**config.mk**
```make
export PLATFORM = sky130hd
export DESIGN_NAME = gpio_irq_port
export DESIGN_NICKNAME = d
export VERILOG_FILES = /design/src/rtl/gpio_irq_pkg.sv /design/src/rtl/gpio_irq_regs.sv /design/src/rtl/gpio_irq_filter.sv /design/src/rtl/gpio_irq_detect.sv /design/src/rtl/gpio_irq_port.sv
export SDC_FILE = /design/constraint.sdc
export NUM_CORES = 1
export LEC_CHECK = 0
export ABC_AREA = 1
export CORE_MARGIN = 1
export CORE_UTILIZATION = 64
export DETAILED_ROUTE_END_ITERATION = 10
export DONT_BUFFER_PORTS = 1
export GPL_ROUTABILITY_DRIVEN = 0
export PLACE_DENSITY = 0.79
export SLEW_MARGIN = 5
export SYNTH_ARGS = -nofsm -noshare
export SYNTH_HDL_FRONTEND = slang
export SYNTH_HIERARCHICAL = 1
export SYNTH_SLANG_ARGS = --single-unit
export TNS_END_PERCENT = 10
```
**constraint.sdc**
```tcl
create_clock -name clk -period 2 [get_ports clk]
set_clock_uncertainty 0.15 [all_clocks]
set_input_delay 0.4 -clock clk [delete_from_list [all_inputs] [get_ports clk]]
set_output_delay 0.4 -clock clk [all_outputs]
set_load 0.01 [all_outputs]
```
**src/rtl/gpio_irq_pkg.sv**
```systemverilog
package gpio_irq_pkg;
  localparam int unsigned ADDR_W = 8;

  localparam logic [ADDR_W-1:0] ADR_MODE = 8'h90;
  localparam logic [ADDR_W-1:0] ADR_POL  = 8'h94;
  localparam logic [ADDR_W-1:0] ADR_ACK  = 8'h98;
  localparam logic [ADDR_W-1:0] ADR_ENA  = 8'h9C;
  localparam logic [ADDR_W-1:0] ADR_STAT = 8'hA0;
  localparam logic [ADDR_W-1:0] ADR_FILT = 8'hA8;

  typedef enum logic [2:0] {
    SEL_NONE, SEL_MODE, SEL_POL, SEL_ACK, SEL_ENA, SEL_STAT, SEL_FILT
  } reg_sel_e;

  function automatic reg_sel_e decode(input logic [ADDR_W-1:0] a);
    case (a)
      ADR_MODE: return SEL_MODE;
      ADR_POL:  return SEL_POL;
      ADR_ACK:  return SEL_ACK;
      ADR_ENA:  return SEL_ENA;
      ADR_STAT: return SEL_STAT;
      ADR_FILT: return SEL_FILT;
      default:  return SEL_NONE;
    endcase
  endfunction
endpackage

```
**src/rtl/gpio_irq_regs.sv**
```systemverilog
module gpio_irq_regs
  import gpio_irq_pkg::*;
#(
  parameter int unsigned N_LINES = 8
) (
  input  logic               clk,
  input  logic               rst_n,
  input  logic               wr_en_i,
  input  logic [ADDR_W-1:0]  addr_i,
  input  logic [N_LINES-1:0] wdata_i,
  output logic [N_LINES-1:0] mode_o,
  output logic [N_LINES-1:0] pol_o,
  output logic [N_LINES-1:0] ena_o,
  output logic [N_LINES-1:0] filt_o,
  output logic [N_LINES-1:0] ack_o
);
  reg_sel_e wsel;
  assign wsel  = decode(addr_i);
  assign ack_o = (wr_en_i && wsel == SEL_ACK) ? wdata_i : '0;

  always_ff @(posedge clk) begin
    if (!rst_n) begin
      mode_o <= '0;
      pol_o  <= '0;
      ena_o  <= '0;
      filt_o <= '0;
    end else if (wr_en_i) begin
      case (wsel)
        SEL_MODE: mode_o <= wdata_i;
        SEL_POL:  pol_o  <= wdata_i;
        SEL_ENA:  ena_o  <= wdata_i;
        SEL_FILT: filt_o <= wdata_i;
        default:  ;
      endcase
    end
  end


  ena_write_chk: assert property (@(posedge clk) disable iff (!rst_n)
    (wr_en_i && addr_i == ADR_ENA) |=> (ena_o == $past(wdata_i)));
endmodule

```
**src/rtl/gpio_irq_filter.sv**
```systemverilog
module gpio_irq_filter #(
  parameter int unsigned N_LINES  = 8,
  parameter int unsigned DB_COUNT = 4
) (
  input  logic               clk,
  input  logic               rst_n,
  input  logic               tick_i,
  input  logic [N_LINES-1:0] raw_i,
  input  logic [N_LINES-1:0] filt_en_i,
  output logic [N_LINES-1:0] eff_o
);
  localparam int unsigned CW = (DB_COUNT < 2) ? 1 : $clog2(DB_COUNT);
  localparam logic [CW-1:0] LAST = CW'(DB_COUNT - 1);

  logic [N_LINES-1:0] held;

  for (genvar g = 0; g < N_LINES; g++) begin : g_line
    logic [CW-1:0] cnt;

    always_ff @(posedge clk) begin
      if (!rst_n) begin
        held[g] <= 1'b0;
        cnt     <= '0;
      end else if (!filt_en_i[g]) begin
        held[g] <= raw_i[g];
        cnt     <= '0;
      end else if (tick_i) begin
        if (raw_i[g] == held[g]) begin
          cnt <= '0;
        end else if (cnt == LAST) begin
          held[g] <= raw_i[g];
          cnt     <= '0;
        end else begin
          cnt <= cnt + 1'b1;
        end
      end
    end

    assign eff_o[g] = filt_en_i[g] ? held[g] : raw_i[g];


    filter_flip_chk: assert property (@(posedge clk) disable iff (!rst_n)
      ($past(filt_en_i[g]) && held[g] != $past(held[g]))
        |-> ($past(tick_i) && $past(cnt) == LAST));
  end
endmodule

```
**src/rtl/gpio_irq_detect.sv**
```systemverilog
module gpio_irq_detect #(
  parameter int unsigned N_LINES = 8
) (
  input  logic               clk,
  input  logic               rst_n,
  input  logic [N_LINES-1:0] eff_i,
  input  logic [N_LINES-1:0] mode_i,
  input  logic [N_LINES-1:0] pol_i,
  input  logic [N_LINES-1:0] ena_i,
  input  logic [N_LINES-1:0] ack_i,
  output logic [N_LINES-1:0] status_o
);
  function automatic logic [N_LINES-1:0] level_match(
    input logic [N_LINES-1:0] lvl, input logic [N_LINES-1:0] pol);
    return ~(lvl ^ pol);
  endfunction

  function automatic logic [N_LINES-1:0] edge_match(
    input logic [N_LINES-1:0] prev, input logic [N_LINES-1:0] now,
    input logic [N_LINES-1:0] pol);
    return (pol & ~prev & now) | (~pol & prev & ~now);
  endfunction

  logic [N_LINES-1:0] prev_q;
  logic [N_LINES-1:0] latch_q;
  logic [N_LINES-1:0] edge_set;
  logic [N_LINES-1:0] latch_clr;

  assign edge_set  = ena_i & mode_i & edge_match(prev_q, eff_i, pol_i);
  assign latch_clr = ack_i | ~ena_i | ~mode_i;

  always_ff @(posedge clk) begin
    if (!rst_n) begin
      prev_q  <= '0;
      latch_q <= '0;
    end else begin
      prev_q  <= eff_i;
      latch_q <= edge_set | (latch_q & ~latch_clr);
    end
  end

  assign status_o = ena_i & ((mode_i & latch_q) | (~mode_i & level_match(eff_i, pol_i)));


  edge_lands_chk: assert property (@(posedge clk) disable iff (!rst_n)
    ($past(edge_set) & ~latch_q) == '0);


  latch_drop_chk: assert property (@(posedge clk) disable iff (!rst_n)
    ($past(latch_q) & ~latch_q & ~$past(latch_clr)) == '0);
endmodule

```
**src/rtl/gpio_irq_port.sv**
```systemverilog
module gpio_irq_port
  import gpio_irq_pkg::*;
#(
  parameter int unsigned N_LINES  = 8,
  parameter int unsigned DB_COUNT = 4
) (
  input  logic               clk,
  input  logic               rst_n,
  input  logic [N_LINES-1:0] pin_i,
  input  logic               tick_i,
  input  logic               wr_en_i,
  input  logic [ADDR_W-1:0]  addr_i,
  input  logic [N_LINES-1:0] wdata_i,
  output logic [N_LINES-1:0] rdata_o,
  output logic [N_LINES-1:0] status_o,
  output logic               irq_o
);
  logic [N_LINES-1:0] mode, pol, ena, filt, ack, eff;

  gpio_irq_regs #(.N_LINES(N_LINES)) regs_i (
    .clk(clk), .rst_n(rst_n), .wr_en_i(wr_en_i), .addr_i(addr_i),
    .wdata_i(wdata_i), .mode_o(mode), .pol_o(pol), .ena_o(ena),
    .filt_o(filt), .ack_o(ack)
  );

  gpio_irq_filter #(.N_LINES(N_LINES), .DB_COUNT(DB_COUNT)) filt_i (
    .clk(clk), .rst_n(rst_n), .tick_i(tick_i), .raw_i(pin_i),
    .filt_en_i(filt), .eff_o(eff)
  );

  gpio_irq_detect #(.N_LINES(N_LINES)) det_i (
    .clk(clk), .rst_n(rst_n), .eff_i(eff), .mode_i(mode), .pol_i(pol),
    .ena_i(ena), .ack_i(ack), .status_o(status_o)
  );

  assign irq_o = |status_o;

  always_comb begin
    case (decode(addr_i))
      SEL_MODE: rdata_o = mode;
      SEL_POL:  rdata_o = pol;
      SEL_ENA:  rdata_o = ena;
      SEL_FILT: rdata_o = filt;
      SEL_STAT: rdata_o = status_o;
      default:  rdata_o = '0;
    endcase
  end


  disabled_quiet_chk: assert property (@(posedge clk) disable iff (!rst_n)
    (status_o & ~ena) == '0);
endmodule

```
# After elaboration in Yosys (flattened, before gate mapping)

Cells that the tools add are included.
Widths: inputs -> output; s select.

Register bits: 72
Output and inout bits: 17
Word-level logic and storage cells: 186

Add/sub/neg operators: 8
Eq/ne operators: 52
Mux-type cells: 59
Bitwise operators: 23
Reductions and logical operators: 22

Operators by type and width:

| kind                | count |
|---|---|
| $and 8x8->8         | 10 |
| $not 8->8           | 7 |
| $eq 8x8->1 const B  | 6 |
| $mux 1              | 40 |
| $or 8x8->8          | 5 |
| $pmux 8 s5          | 1 |
| $mux 2              | 16 |
| $ne 2x2->1 const B  | 16 |
| $reduce_and 2->1    | 12 |
| $reduce_and 3->1    | 8 |
| $pmux 3 s6          | 1 |
| $add 2x1->2 const B | 8 |
| $eq 2x2->1 const B  | 8 |
| $ne 2x1->1 const B  | 8 |
| $eq 3x3->1 const B  | 3 |
| $eq 1x1->1          | 8 |
| $mux 8              | 1 |
| $reduce_or 8->1     | 1 |
| $xor 8x8->8         | 1 |
| $eq 3x2->1 const B  | 2 |
| $eq 3x1->1 const B  | 1 |
| $logic_and 1x1->1   | 1 |

# Logic depth before layout (Yosys ltp)

Depth after elaboration: 10
Mapped depth: 11

# By module

Netlist, hierarchy kept.

By module, submodules not included:

| module          | instances | cells each | area each (um2) | seq. area each (um2) |
|---|---|---|---|---|
| gpio_irq_regs   | 1         | 273        | 1,702.9         | 640.6 |
| gpio_irq_filter | 1         | 198        | 1,333.8         | 480.5 |
| gpio_irq_detect | 1         | 170        | 945.9           | 320.3 |
| gpio_irq_port   | 1         | 115        | 705.7           | 0.0 |

# Worst setup path before layout

Ideal clock, no wire load.

Path type: input to output
Start: input pin_i[6]
End: output rdata_o[6]
Data arrival time: 1.479 ns
Data required time: 1.450 ns
Slack: -0.029 ns
Cell stages on the path: 10
Buffers on the path: 0
Path through: inv_1 o21ai_0 nand2_1 inv_1 nor2_1 a21oi_1 nand3_2 nand2_1 nor2_1 nand2_1

Word-level cells in the longest chain between the ends: 7

RTL lines:

| element         | line                  | text |
|---|---|---|
| start, declared | gpio_irq_port.sv:9    | `input logic [N_LINES-1:0] pin_i,` |
| $mux 1          | gpio_irq_filter.sv:39 | `assign eff_o[g] = filt_en_i[g] ? held[g] : raw_i[g];` |
| net eff[6]      | gpio_irq_port.sv:18   | `logic [N_LINES-1:0] mode, pol, ena, filt, ack, eff;` |
| $xor 8x8->8     | gpio_irq_detect.sv:15 | `return ~(lvl ^ pol);` |
| $not 8->8       | gpio_irq_detect.sv:15 |  |
| $and 8x8->8     | gpio_irq_detect.sv:42 | `assign status_o = ena_i & ((mode_i & latch_q) \| (~mode_i & level_match(eff_i, pol_i)));` |
| $or 8x8->8      | gpio_irq_detect.sv:42 |  |
| $and 8x8->8     | gpio_irq_detect.sv:42 |  |
| net status_o[6] | gpio_irq_port.sv:15   | `output logic [N_LINES-1:0] status_o,` |
| $pmux 8 s5      | gpio_irq_port.sv:39   | `case (decode(addr_i))` |
| end, declared   | gpio_irq_port.sv:14   | `output logic [N_LINES-1:0] rdata_o,` |

The timed path passes the listed nets, and every way through them passes these cells.

# Final worst setup path

Start: register regs_i.filt_o[0]
End: output irq_o

Word-level cells in the longest chain between the ends: 7

RTL lines:

| element                | line                  | text |
|---|---|---|
| start, declared        | gpio_irq_regs.sv:14   | `output logic [N_LINES-1:0] filt_o,` |
| start signal, assigned | gpio_irq_regs.sv:32   | `SEL_FILT: filt_o <= wdata_i;` |
| $mux 1                 | gpio_irq_filter.sv:39 |  |
| net eff[0]             | gpio_irq_port.sv:18   |  |
| $xor 8x8->8            | gpio_irq_detect.sv:15 |  |
| $not 8->8              | gpio_irq_detect.sv:15 |  |
| $and 8x8->8            | gpio_irq_detect.sv:42 |  |
| $or 8x8->8             | gpio_irq_detect.sv:42 |  |
| $and 8x8->8            | gpio_irq_detect.sv:42 |  |
| $reduce_or 8->1        | gpio_irq_port.sv:36   | `assign irq_o = \|status_o;` |
| end, declared          | gpio_irq_port.sv:16   | `output logic irq_o` |

The timed path passes the listed nets, and every way through them passes these cells.

==> impl_metrics.env <==
export IMPL_status="complete, but fails checks"
export IMPL_violations="setup timing"
export IMPL_area_growth_pct=16.5
export IMPL_num_antenna_cells=0
export IMPL_rr_startpoint="regs_i/filt_o[0]$_SDFFE_PN0P_"
export IMPL_pin_count=45
export IMPL_path_max_fanout=5
export IMPL_slew_headroom_pct=54.2
export IMPL_rows=30
export IMPL_setup_violations=17
export IMPL_drcViolationCount=0
export IMPL_worst_ep_arrival_time_ns=1.78
export IMPL_die_height_um=87.6
export IMPL_grt_pass1_vias=4517
export IMPL_overflow=0
export IMPL_required_ns=1.45
export IMPL_rsz0062_at_grt="true"
export IMPL_htree_levels=3
export IMPL_synth_edf_count=0
export IMPL_p_per_area_nw_per_um2=529
export IMPL_first_pass_iters=5
export IMPL_crit_family="simple AND/OR/NAND/NOR gates"
export IMPL_fin_tns_setup_ns=-3.62
export IMPL_timing_hold_ws_ns=0.00826
export IMPL_fin_util_pct=78.6
export IMPL_place_area_um2=4920
export IMPL_die_area_um2=7670
export IMPL_drive_above_1_share_pct=20.6
export IMPL_cts_sinks=72
export IMPL_coreArea_um2=6940
export IMPL_start_util_pct=67.5
export IMPL_synthCells=756
export IMPL_min_path_type="primary input to flop"
export IMPL_syn_nets=792
export IMPL_max_cap_viol_count=0
export IMPL_clkTransAtPathRegs_ns=0.08
export IMPL_postLayoutCellArea_um2=5460
export IMPL_grt_pass1_wl_um=20100
export IMPL_cts_root_buf="clkbuf_8"
export IMPL_synth_largest_area_cell="dfxtp_1"
export IMPL_crit_chain="nand2_1 -> o21ai_1 -> buf_4 -> nor2_2 -> nor2_2 -> a21oi_4 -> nor4_4 -> nand2_1"
export IMPL_io_buffers=0
export IMPL_synth_top_cell_area_share_pct=30.7
export IMPL_fin_ws_ns=-0.331
export IMPL_worstHoldPathCells=2
export IMPL_avgViaCountPerCell=5.33
export IMPL_nNetsFinal=832
export IMPL_grt_usage_pct=34.7
export IMPL_vias=4784
export IMPL_reg2reg_depth=9
export IMPL_slew_violations=0
export IMPL_ys_ff_latch=72
export IMPL_p_leak_nw=2.76
export IMPL_r2r_slack_ns=0.68
export IMPL_min_from="rst_n"
export IMPL_die_w_um=87.6
export IMPL_max_freq_ghz=0.429
export IMPL_hpwl_um=8150
export IMPL_dr_first_iter_drc_count=338
export IMPL_ir_drop_mv=0.402
export IMPL_clk_insertion_delay_late_ns=0.36
export IMPL_routedWlPerCell_um=14.4
export IMPL_syn_area_um2=4690
export IMPL_power_mw=2.89
export IMPL_hold_path_end="regs_i/mode_o[2]$_SDFFE_PN0P_"
export IMPL_worst_pin_slew_ns=0.685
export IMPL_yosysWarnings=6
export IMPL_grt_max_degree=49
export IMPL_finalCriticalPeriod_ns=2.33
export IMPL_path_buf_inv=1
export IMPL_ant_nets=0
export IMPL_r2r_end="det_i/latch_q[0]$_SDFF_PN0_"
export IMPL_critical_path_slowest_cell="dfxtp_2"
export IMPL_finalHoldViolCount=0
export IMPL_ys_types=31
export IMPL_synth_common_cells="nand2_1 (197), inv_1 (157), nor2_1 (106), dfxtp_1 (72), nand3_1 (57)"
export IMPL_post_synth_top_count_cell="nand2_1"
export IMPL_end_kind="primary output"
export IMPL_antenna_found_initial=0
export IMPL_routed_wl_um=12900
export IMPL_critical_path_class="flop to primary output"
export IMPL_async_reset_ff_share_pct=0
export IMPL_slowest_delay_ns=0.37
export IMPL_synthFlopType="dfxtp_1"
export IMPL_fin_crit_sh_pct=117
export IMPL_synthTopCellsByArea="dfxtp_1 (31%), nand2_1 (16%), inv_1 (13%)"
export IMPL_cts_tree="yes"
export IMPL_cts_buffers=9
export IMPL_yosysSeqAreaShare_pct=30.7
export IMPL_synth_area_per_cell_um2=6.20
export IMPL_cts_buffer_depth=2
export IMPL_startpoint_type="flop"
[cells in the final DEF, fill, tap and decap left out]
cell | Yosys | final
a21oi_1 | 32 | 24
a21oi_2 | 0 | 2
a21oi_4 | 0 | 6
and3_1 | 1 | 1
buf_12 | 2 | 1
buf_4 | 2 | 37
buf_6 | 8 | 8
bufinv_16 | 0 | 1
clkbuf_8 | 0 | 9
clkinv_2 | 2 | 4
clkinv_4 | 0 | 2
clkinvlp_4 | 0 | 2
dfxtp_1 | 72 | 58
dfxtp_2 | 0 | 9
dfxtp_4 | 0 | 5
dlygate4sd3_1 | 0 | 3
ha_1 | 8 | 8
inv_1 | 157 | 153
inv_2 | 6 | 10
inv_6 | 1 | 1
nand2_1 | 197 | 185
nand2_2 | 4 | 16
nand2_4 | 3 | 3
nand2_8 | 1 | 1
nand3_1 | 57 | 56
nand3_2 | 11 | 12
nand3_4 | 3 | 3
nand4_1 | 30 | 30
nor2_1 | 106 | 91
nor2_2 | 2 | 14
nor2_4 | 7 | 10
nor2_8 | 2 | 2
nor4_2 | 0 | 1
nor4_4 | 0 | 1
o21ai_0 | 28 | 18
o21ai_1 | 4 | 9
o21ai_2 | 0 | 5
[routing by layer]
layer  up-vias  share of wire, %  track usage, %
li1       2399                 -               -
met1      2194                39            39.0
met2       159                51            62.1
met3        32               7.3            7.26
met4         0               2.8            17.6
met5         -                 0               0
[worst max path at each step]
| stage | end | depth (start not counted) | slack, ns | from |
|---|---|---|---|---|
| finish | irq_o | 8 | -0.33 | regs_i/filt_o[0]$_SDFFE_PN0P_ |
| global route | rdata_o[0] | 11 | -0.42 | regs_i/filt_o[0]$_SDFFE_PN0P_ |
| CTS | irq_o | 9 | -0.34 | regs_i/filt_o[5]$_SDFFE_PN0P_ |
| detailed placement | irq_o | 8 | -0.19 | pin_i[1] |
| global placement | irq_o | 8 | -0.12 | pin_i[0] |
| floorplan | rdata_o[5] | 10 | -0.03 | pin_i[5] |
[registers in the layout, summed over array words and instances, names as in the netlist]
signal / count
filt_i/g_line.cnt: 16
det_i/prev_q: 8
det_i/latch_q: 8
regs_i/pol_o: 8
regs_i/mode_o: 8
filt_i/held: 8
regs_i/filt_o: 8
regs_i/ena_o: 8
[where the power goes]
group	total, mW	switching [mW]	internal, mW
clock network	1.17	0.590	0.575
logic	0.263	0.171	0.0922
registers	1.46	0.0142	1.45
total	2.89	0.775	2.11
[repair_timing]
action | CTS | global route
hold buffers | 2 | 1
endpoints found under the hold margin | 26 | 2
pin swaps | 15 | 24
setup endpoints to repair | 17 | 17
gates resized for setup | 52 | 41
setup buffers | 4 | 4
[cell families after synthesis]
family                     Yosys count  synth area share [%]
AOI/OAI and AO/OA                   64                  6.83
adders and majority gates            8                  2.14
buffers and inverters              186                  17.6
DFF                                 72                  30.7
and+or+nand+nor                    426                  42.7
[final cells by class]
type / instances / area (µm²)
repair buffers: 49 / 418
inverters: 166 / 631
clock inverters: 7 / 72.6
fillers: 529 / 1480
clock buffers: 9 / 124
flip-flops and latches: 72 / 1470
well taps: 96 / 120
multi-input cells: 498 / 2630
[per-stage QoR]
step,std cells,worst slack (ns)
2_1_floorplan,756,-0.0281
3_3_place_gp,870,-0.118
3_5_place_dp,870,-0.193
4_1_cts,892,-0.336
5_1_grt,897,-0.424
6_report,897,-0.331
Power figures use the tool's default switching activity.
